$ cat config.mk
export PLATFORM = sky130hd
export DESIGN_NAME = nibble_accum_alu
export DESIGN_NICKNAME = d
export VERILOG_FILES = /design/src/rtl/nalu_pkg.sv /design/src/rtl/nalu_decode.sv /design/src/rtl/nalu_adder.sv /design/src/rtl/nalu_state.sv /design/src/rtl/nibble_accum_alu.sv
export SDC_FILE = /design/constraint.sdc
export NUM_CORES = 1
export LEC_CHECK = 0
export BUFFER_PORTS_ARGS = -buffer_cell sky130_fd_sc_hd__clkbuf_2
export CAP_MARGIN = 10
export CELL_PAD_IN_SITES_DETAIL_PLACEMENT = 1
export CELL_PAD_IN_SITES_GLOBAL_PLACEMENT = 1
export CORE_MARGIN = 2
export CORE_UTILIZATION = 35
export CTS_CLUSTER_SIZE = 16
export DETAILED_ROUTE_END_ITERATION = 10
export MAX_ROUTING_LAYER = met4
export PLACE_DENSITY = 0.8
export REMOVE_ABC_BUFFERS = 1
export SLEW_MARGIN = 40
export SYNTH_ARGS = -nofsm -noshare
export SYNTH_HDL_FRONTEND = slang
export SYNTH_SLANG_ARGS = --single-unit
$ cat constraint.sdc
create_clock -name clk -period 3.8 [get_ports clk]
set_clock_uncertainty 0.2 [all_clocks]
set_input_delay 0.57 -clock clk [delete_from_list [all_inputs] [get_ports clk]]
set_output_delay 0.57 -clock clk [all_outputs]
set_load 0.005 [all_outputs]
$ cat src/rtl/nalu_pkg.sv
package nalu_pkg;

    localparam int NIB_W = 4;

    typedef enum logic [2:0] {
        OP_MOVE = 3'd0,
        OP_ADD  = 3'd1,
        OP_SUB  = 3'd2,
        OP_AND  = 3'd3,
        OP_OR   = 3'd4,
        OP_CLRC = 3'd5,
        OP_SETC = 3'd6,
        OP_NOP  = 3'd7
    } alu_op_e;

    typedef enum logic [1:0] {
        RES_SUM  = 2'd0,
        RES_AND  = 2'd1,
        RES_OR   = 2'd2,
        RES_OPND = 2'd3
    } res_sel_e;

    typedef enum logic [1:0] {
        CYS_ADDER = 2'd0,
        CYS_ZERO  = 2'd1,
        CYS_ONE   = 2'd2
    } cy_sel_e;

    typedef struct packed {
        logic     acc_we;
        logic     cy_we;
        logic     sub;
        res_sel_e res_sel;
        cy_sel_e  cy_sel;
    } alu_ctl_t;

    function automatic alu_ctl_t decode_op(alu_op_e op);
        alu_ctl_t c;
        c = '{acc_we: 1'b0, cy_we: 1'b0, sub: 1'b0,
              res_sel: RES_SUM, cy_sel: CYS_ADDER};
        case (op)
            OP_MOVE: begin c.acc_we = 1'b1; c.res_sel = RES_OPND; end
            OP_ADD:  begin c.acc_we = 1'b1; c.cy_we = 1'b1; end
            OP_SUB:  begin c.acc_we = 1'b1; c.cy_we = 1'b1; c.sub = 1'b1; end
            OP_AND:  begin c.acc_we = 1'b1; c.res_sel = RES_AND; end
            OP_OR:   begin c.acc_we = 1'b1; c.res_sel = RES_OR; end
            OP_CLRC: begin c.cy_we = 1'b1; c.cy_sel = CYS_ZERO; end
            OP_SETC: begin c.cy_we = 1'b1; c.cy_sel = CYS_ONE; end
            default: c = c;
        endcase
        return c;
    endfunction

endpackage

$ cat src/rtl/nalu_decode.sv
module nalu_decode
    import nalu_pkg::*;
(
    input  logic [2:0] op_code,
    output alu_ctl_t   ctl
);
    always_comb ctl = decode_op(alu_op_e'(op_code));
endmodule

$ cat src/rtl/nalu_adder.sv
module nalu_adder #(
    parameter int W = nalu_pkg::NIB_W
) (
    input  logic [W-1:0] a,
    input  logic [W-1:0] b,
    input  logic         cin,
    input  logic         sub,
    output logic [W-1:0] sum,
    output logic         cout
);
    logic [W-1:0] b_eff;
    logic [W:0]   c;

    assign b_eff = sub ? ~b : b;
    assign c[0]  = sub ? ~cin : cin;

    for (genvar i = 0; i < W; i++) begin : g_fa
        assign sum[i]  = a[i] ^ b_eff[i] ^ c[i];
        assign c[i+1]  = (a[i] & b_eff[i]) | (c[i] & (a[i] ^ b_eff[i]));
    end

    assign cout = c[W];
endmodule

$ cat src/rtl/nalu_state.sv
module nalu_state #(
    parameter int W = nalu_pkg::NIB_W
) (
    input  logic         clk,
    input  logic         rst,
    input  logic         exec_en,
    input  logic         acc_we,
    input  logic         cy_we,
    input  logic [W-1:0] acc_d,
    input  logic         cy_d,
    output logic [W-1:0] acc_q,
    output logic         cy_q
);
    always_ff @(posedge clk) begin
        if (rst) begin
            acc_q <= '0;
            cy_q  <= 1'b0;
        end else if (exec_en) begin
            if (acc_we) acc_q <= acc_d;
            if (cy_we)  cy_q  <= cy_d;
        end
    end

    a_r1_reset_clears: assert property (@(posedge clk)
        rst |=> (acc_q == '0) && !cy_q);

    a_r2_idle_holds: assert property (@(posedge clk) disable iff (rst)
        !exec_en |=> $stable(acc_q) && $stable(cy_q));
endmodule

$ cat src/rtl/nibble_accum_alu.sv
module nibble_accum_alu
    import nalu_pkg::*;
#(
    parameter int W = NIB_W
) (
    input  logic         clk,
    input  logic         rst,
    input  logic         exec_en,
    input  logic [2:0]   op_sel,
    input  logic [W-1:0] operand,
    output logic [W-1:0] acc_q,
    output logic         carry_q
);
    localparam int SW = W + 1;

    alu_ctl_t     ctl;
    logic [W-1:0] sum;
    logic         cout;
    logic [W-1:0] acc_d;
    logic         cy_d;

    nalu_decode u_dec (
        .op_code (op_sel),
        .ctl     (ctl)
    );

    nalu_adder #(.W(W)) u_add (
        .a    (acc_q),
        .b    (operand),
        .cin  (carry_q),
        .sub  (ctl.sub),
        .sum  (sum),
        .cout (cout)
    );

    always_comb begin
        case (ctl.res_sel)
            RES_SUM:  acc_d = sum;
            RES_AND:  acc_d = acc_q & operand;
            RES_OR:   acc_d = acc_q | operand;
            default:  acc_d = operand;
        endcase
        case (ctl.cy_sel)
            CYS_ZERO: cy_d = 1'b0;
            CYS_ONE:  cy_d = 1'b1;
            default:  cy_d = cout;
        endcase
    end

    nalu_state #(.W(W)) u_st (
        .clk     (clk),
        .rst     (rst),
        .exec_en (exec_en),
        .acc_we  (ctl.acc_we),
        .cy_we   (ctl.cy_we),
        .acc_d   (acc_d),
        .cy_d    (cy_d),
        .acc_q   (acc_q),
        .cy_q    (carry_q)
    );

    logic [W-1:0] opnd_inv;
    assign opnd_inv = ~operand;

    a_r3_add_sum: assert property (@(posedge clk) disable iff (rst)
        exec_en && op_sel == OP_ADD |=>
        {carry_q, acc_q} == SW'($past(acc_q)) + SW'($past(operand)) + SW'($past(carry_q)));

    a_r4_sub_sum: assert property (@(posedge clk) disable iff (rst)
        exec_en && op_sel == OP_SUB |=>
        {carry_q, acc_q} == SW'($past(acc_q)) + SW'($past(opnd_inv)) + SW'(!$past(carry_q)));

    a_r5_logic_keeps_carry: assert property (@(posedge clk) disable iff (rst)
        exec_en && (op_sel == OP_AND || op_sel == OP_OR) |=> $stable(carry_q));

    a_r6_move_loads: assert property (@(posedge clk) disable iff (rst)
        exec_en && op_sel == OP_MOVE |=> acc_q == $past(operand) && $stable(carry_q));

    a_r7_clr_carry: assert property (@(posedge clk) disable iff (rst)
        exec_en && op_sel == OP_CLRC |=> !carry_q && $stable(acc_q));

    a_r7_set_carry: assert property (@(posedge clk) disable iff (rst)
        exec_en && op_sel == OP_SETC |=> carry_q && $stable(acc_q));

    a_r8_nop_idle: assert property (@(posedge clk) disable iff (rst)
        exec_en && op_sel == OP_NOP |=> $stable(acc_q) && $stable(carry_q));
endmodule

Word level (Yosys, flattened, before mapping)
Cells that the tools add are included.

storage, ports and cells
  output and inout port bits = 5
  logic and storage cells = 51
  bits in registers = 5

operators by class
  bitwise gates (word level) = 24
  reduce and logical (&&, ||, !) cells = 6
  equal/unequal tests = 10
  multiplexer cells = 9

operators by type and width
  cell                  number
  $pmux W4 S3           1
  $eq A3 B3 Y1 const B  3
  $and A1 B1 Y1         8
  $xor A1 B1 Y1         8
  $eq A3 B2 Y1 const B  2
  $pmux W2 S3           1
  $reduce_or A5 Y1      1
  $and A4 B4 Y4         1
  $eq A2 B1 Y1 const B  2
  $eq A2 B2 Y1 const B  2
  $mux W1               4
  $mux W4               1
  $not A4 Y4            1
  $or A1 B1 Y1          4
  $or A4 B4 Y4          1
  $pmux W2 S2           1
  $reduce_and A2 Y1     2
  $reduce_or A4 Y1      1
  $eq A3 B1 Y1 const B  1
  $logic_not A3 Y1      1
  $logic_not A2 Y1      1
  $pmux W1 S2           1
  $not A1 Y1            1

Logic depth before layout (Yosys ltp)
  depth after elaboration = 13
  depth in mapped cells = 13

Modules after synthesis
From an unflattened synthesis, not the netlist that was laid out.

second synthesis, totals
  cells, all modules = 67
  area, all modules = 586.8 um2

modules (own cells, without submodules)
  module            seq. area each (um2)  area an instance (um2)  cells an instance  times used
  nalu_state        100.1                 216.5                   22                 1
  nibble_accum_alu  0.0                   166.4                   21                 1
  nalu_adder        0.0                   157.7                   16                 1
  nalu_decode       0.0                   46.3                    8                  1

Worst setup path after synthesis
OpenSTA, ideal clock, no wires.

  kind = input-to-reg
  start = in op_sel[0]
  end = reg u_st.acc_q[3]
  path slack = 0.489 ns
  path buffers = 1
  stages on the path = 13
  data arrival time = 3.019 ns
  cell sequence = buf_4 -> nor3b_4 -> xor2_1 -> fa_1 -> inv_1 -> fa_1 -> inv_1 -> fa_1 -> inv_1 -> fa_1 -> o31ai_1 -> o31ai_1 -> o32ai_1

between the ends
  longest elaborated chain between the ends = 12
  elaborated cells on any way between the ends = 30
  classes of those cells = 6 x eq/ne; 6 x mux; 14 x bitwise; 4 x reduce/logical

RTL lines
  what                    RTL line                source
  start: declaration      nibble_accum_alu.sv:9   input logic [2:0] op_sel,
  $eq A3 B2 Y1            nalu_pkg.sv:41          case (op)
  $mux W1                 nalu_pkg.sv:41
  $mux W4                 nalu_adder.sv:14        assign b_eff = sub ? ~b : b;
  $xor A1 B1 Y1           nalu_adder.sv:19        assign c[i+1] = (a[i] & b_eff[i]) | (c[i] & (a[i] ^ b_eff[i]));
  $and A1 B1 Y1           nalu_adder.sv:19
  $or A1 B1 Y1            nalu_adder.sv:19
  $and A1 B1 Y1           nalu_adder.sv:19
  $or A1 B1 Y1            nalu_adder.sv:19
  $and A1 B1 Y1           nalu_adder.sv:19
  $or A1 B1 Y1            nalu_adder.sv:19
  $xor A1 B1 Y1           nalu_adder.sv:18        assign sum[i] = a[i] ^ b_eff[i] ^ c[i];
  $pmux W4 S3             nibble_accum_alu.sv:37  case (ctl.res_sel)
  end signal: assignment  nalu_state.sv:16        acc_q <= '0;
  end signal: assignment  nalu_state.sv:19        if (acc_we) acc_q <= acc_d;
  end: declaration        nalu_state.sv:11        output logic [W-1:0] acc_q,

Several ways; a longest one is shown, not always the timed one.
A chain may end at the register's enable or synchronous reset.

Final worst setup path
Same ends and word-level chain as after synthesis.

==> qor.yml <==
setup_path:
  reg2reg_from: "u_st.cy_q$_SDFFE_PP0P_"
  ff2ff_setup_slack_ps: 1010
  critPathRequiredTime_ps: 3770
  r2r_cells: 11
  crit_arrival_ps: 3060
  critPathMaxFanout: 3
  cpPeakStageDelay_ps: 420
  start_kind: "input port"
  path_common_cell: "fa_1"
  cp_slowest_cell: "fa_1"
  path_class: "in2reg"
  endpoint_kind: "flop"
  cp_cell_sequence: "clkbuf_2 -> nor3b_4 -> xor2_1 -> fa_1 -> inv_1 -> fa_1 -> inv_1 -> fa_1 -> inv_1 -> fa_1 -> o31ai_1 -> o31ai_1 -> o32ai_1"
  r2r-end: "u_st.acc_q[3]$_SDFFE_PP0P_"
pwr:
  worst_ir_drop_vdd_v: 0.000141
  leakagePower_nw: 0.318
  clkPwrFrac: 0.343
  power_density_mw_per_mm2: 285
  netSwitchingPower_uw: 71.6
  intPower_uw: 132
  finalPower_uw: 203
  p_comb_frac: 0.361
  share_seq_of_total_power: 0.296
  p_sw_frac: 0.352
sta:
  fmax_ghz: 0.324
  tightest_slew_ps: 252
  slew_headroom: 0.831
  hold_ws_ps: 331
  finalCritPeriodShare: 0.811
  finalHoldViolCount: 0
  fin_setup_tns_ps: 0
  slew_viol_final: 0
  final.min_clock_period_ps: 3080
  rsz0062_at_grt: "false"
  setup_viol: 0
  worst_slack_ps: 717
floorplan:
  dieWidth_um: 45.9
  std_cell_rows: 15
  core-area_mm2: 0.00169
  die_h_um: 45.9
  io_pins: 15
  start_util: 0.363
  design.die.area_mm2: 0.00210
clocking:
  cts_inserted_buffers: 3
  clock_path_buffers: 2
  ctsResizeCount: 0
  cts_root_buf: "clkbuf_4"
  cts.clk_slew.worst_paths_ps: 50
  post_cts_buffers: 0
  tritoncts: "yes"
  cts.sinks: 5
  insertion_delay_ps: 260
  htree_levels: 1
  holdBufCountCts: 0
synthesis:
  ys_types: 27
  ys_ff_latch: 5
  ys_warn_count: 0
  avgSynthCellArea_um2: 9.29
  async_reset_ff_frac: 0
  synth_cells: 66
  synth.yosys.seq_area_share: 0.163
  synth_edf_count: 0
  synth_ff_type: "dfxtp_1"
  syn_area_um2: 613
job:
  max_cap_violations: 0
place:
  place_inst: 96
  numPortBuffers: 14
  gp_congestion: 0.794
  pre_cts_ws_ps: 418
  hpwl_um: 1230
  place_area_um2: 688
drt:
  drc: 0
  dr_total_vias: 556
  final_antenna_net_count: 0
  initialDrtViolationCount: 7
  vias_per_cell: 5.56
  wl_per_cell_um: 15.5
  first_pass_iters: 2
  routed_wl_um: 1550
final_layout:
  diodes: 0
  fin_cells: 100
  drive_gt1_frac: 0.349
  layout.nets: 100
  design_area_um2: 714
  area_growth_pct: 16.5
  final_util: 0.423
  n_fill_cell: 206
grt:
  grtUsageTotal: 0.180
  grt_max_degree: 19
  grt_first_pass_wirelength_um: 2530
  grt_pass1_vias: 541
  antenna_found_initial: 0
  overflow: 0
outcome:
  outcome: "complete, no violations"
hold_path:
  min_to: "u_st.acc_q[0]$_SDFFE_PP0P_"
  hp-class: "reg2reg"
  min_path_cells: 2
  hold_path.startpoint: "u_st.acc_q[0]$_SDFFE_PP0P_"
-- cells by family after synthesis --
| logic type | count (synthesis) | synth area share |
|---|---|---|
| AO/OA/AOI/OAI | 19 | 0.233 |
| XOR/XNOR | 6 | 0.0857 |
| adder cells (fa/ha/maj) | 6 | 0.171 |
| buffers and inverters | 12 | 0.118 |
| flip-flops | 5 | 0.163 |
| multiplexers | 1 | 0.0184 |
| AND/OR/NAND/NOR | 17 | 0.210 |
-- synth_stat cells (all sizes together), types with 3 or more instances --
master  instances  share of area
a31oi           4          0.041
buf             5          0.075
o32ai           4          0.057
and2b           4          0.057
xnor2           3          0.043
o31ai           4          0.049
inv             7          0.043
nand2b          4          0.041
fa              4           0.13
xor2            3          0.043
dfxtp           5           0.16
nor3b           3          0.055
-- layer usage --
metal | wire length [um] | up-vias | track usage
met5 | 0 | - | -
met4 | 30 | 0 | 0.0686
met3 | 54 | 2 | 0.0595
met2 | 740 | 10 | 0.267
met1 | 725 | 275 | 0.224
li1 | - | 269 | -
-- how the worst max path moves through the flow --
stage                   start  slack, ps                         end
finish              op_sel[0]        720  u_st.acc_q[3]$_SDFFE_PP0P_
global route        op_sel[0]        460  u_st.acc_q[3]$_SDFFE_PP0P_
CTS                 op_sel[0]        700  u_st.acc_q[3]$_SDFFE_PP0P_
detailed placement  op_sel[0]        420  u_st.acc_q[3]$_SDFFE_PP0P_
global placement    op_sel[0]        530  u_st.acc_q[3]$_SDFFE_PP0P_
floorplan           op_sel[0]        640  u_st.acc_q[3]$_SDFFE_PP0P_
-- power groups by stage --
stage          clock, mW  sequential (mW)  combinational [mW]
2_1_floorplan          0           0.0611              0.0422
3_3_place_gp           0           0.0609              0.0704
3_5_place_dp           0           0.0613              0.0734
4_1_cts           0.0711           0.0603              0.0741
5_1_grt           0.0748           0.0607              0.0836
6_report          0.0697           0.0603              0.0734
-- registers in the layout (all words and copies together), names as in the netlist --
signal,count
u_st.cy_q,1
u_st.acc_q,4
-- layout make-up --
class                   count  area (um^2)  area share
inverters                   7         26.3      0.0368
well taps                  17         21.3      0.0298
multi-input cells          49          440       0.616
repair buffers             18          100       0.140
flip-flops and latches      5          100       0.140
clock buffers               4         26.3      0.0368
-- layout by cell type, fill, tap and decap left out, types with 4 or more instances in the layout --
cell type  count
clkbuf_2      14
inv_1          7
dfxtp_1        5
and2b_2        4
nand2b_1       4
a31oi_1        4
o32ai_1        4
o31ai_1        4
fa_1           4
buf_4          4
-- critical path, delay by kind of cell --
kind                     cells  cell delay [ps]
AND/OR/NAND/NOR              1              240
adder cells (fa/ha/maj)      4             1330
XOR/XNOR                     1              120
buffers and inverters        4              320
AO/OA/AOI/OAI                3              460
Note: power is estimated with default switching activity, not from simulation.
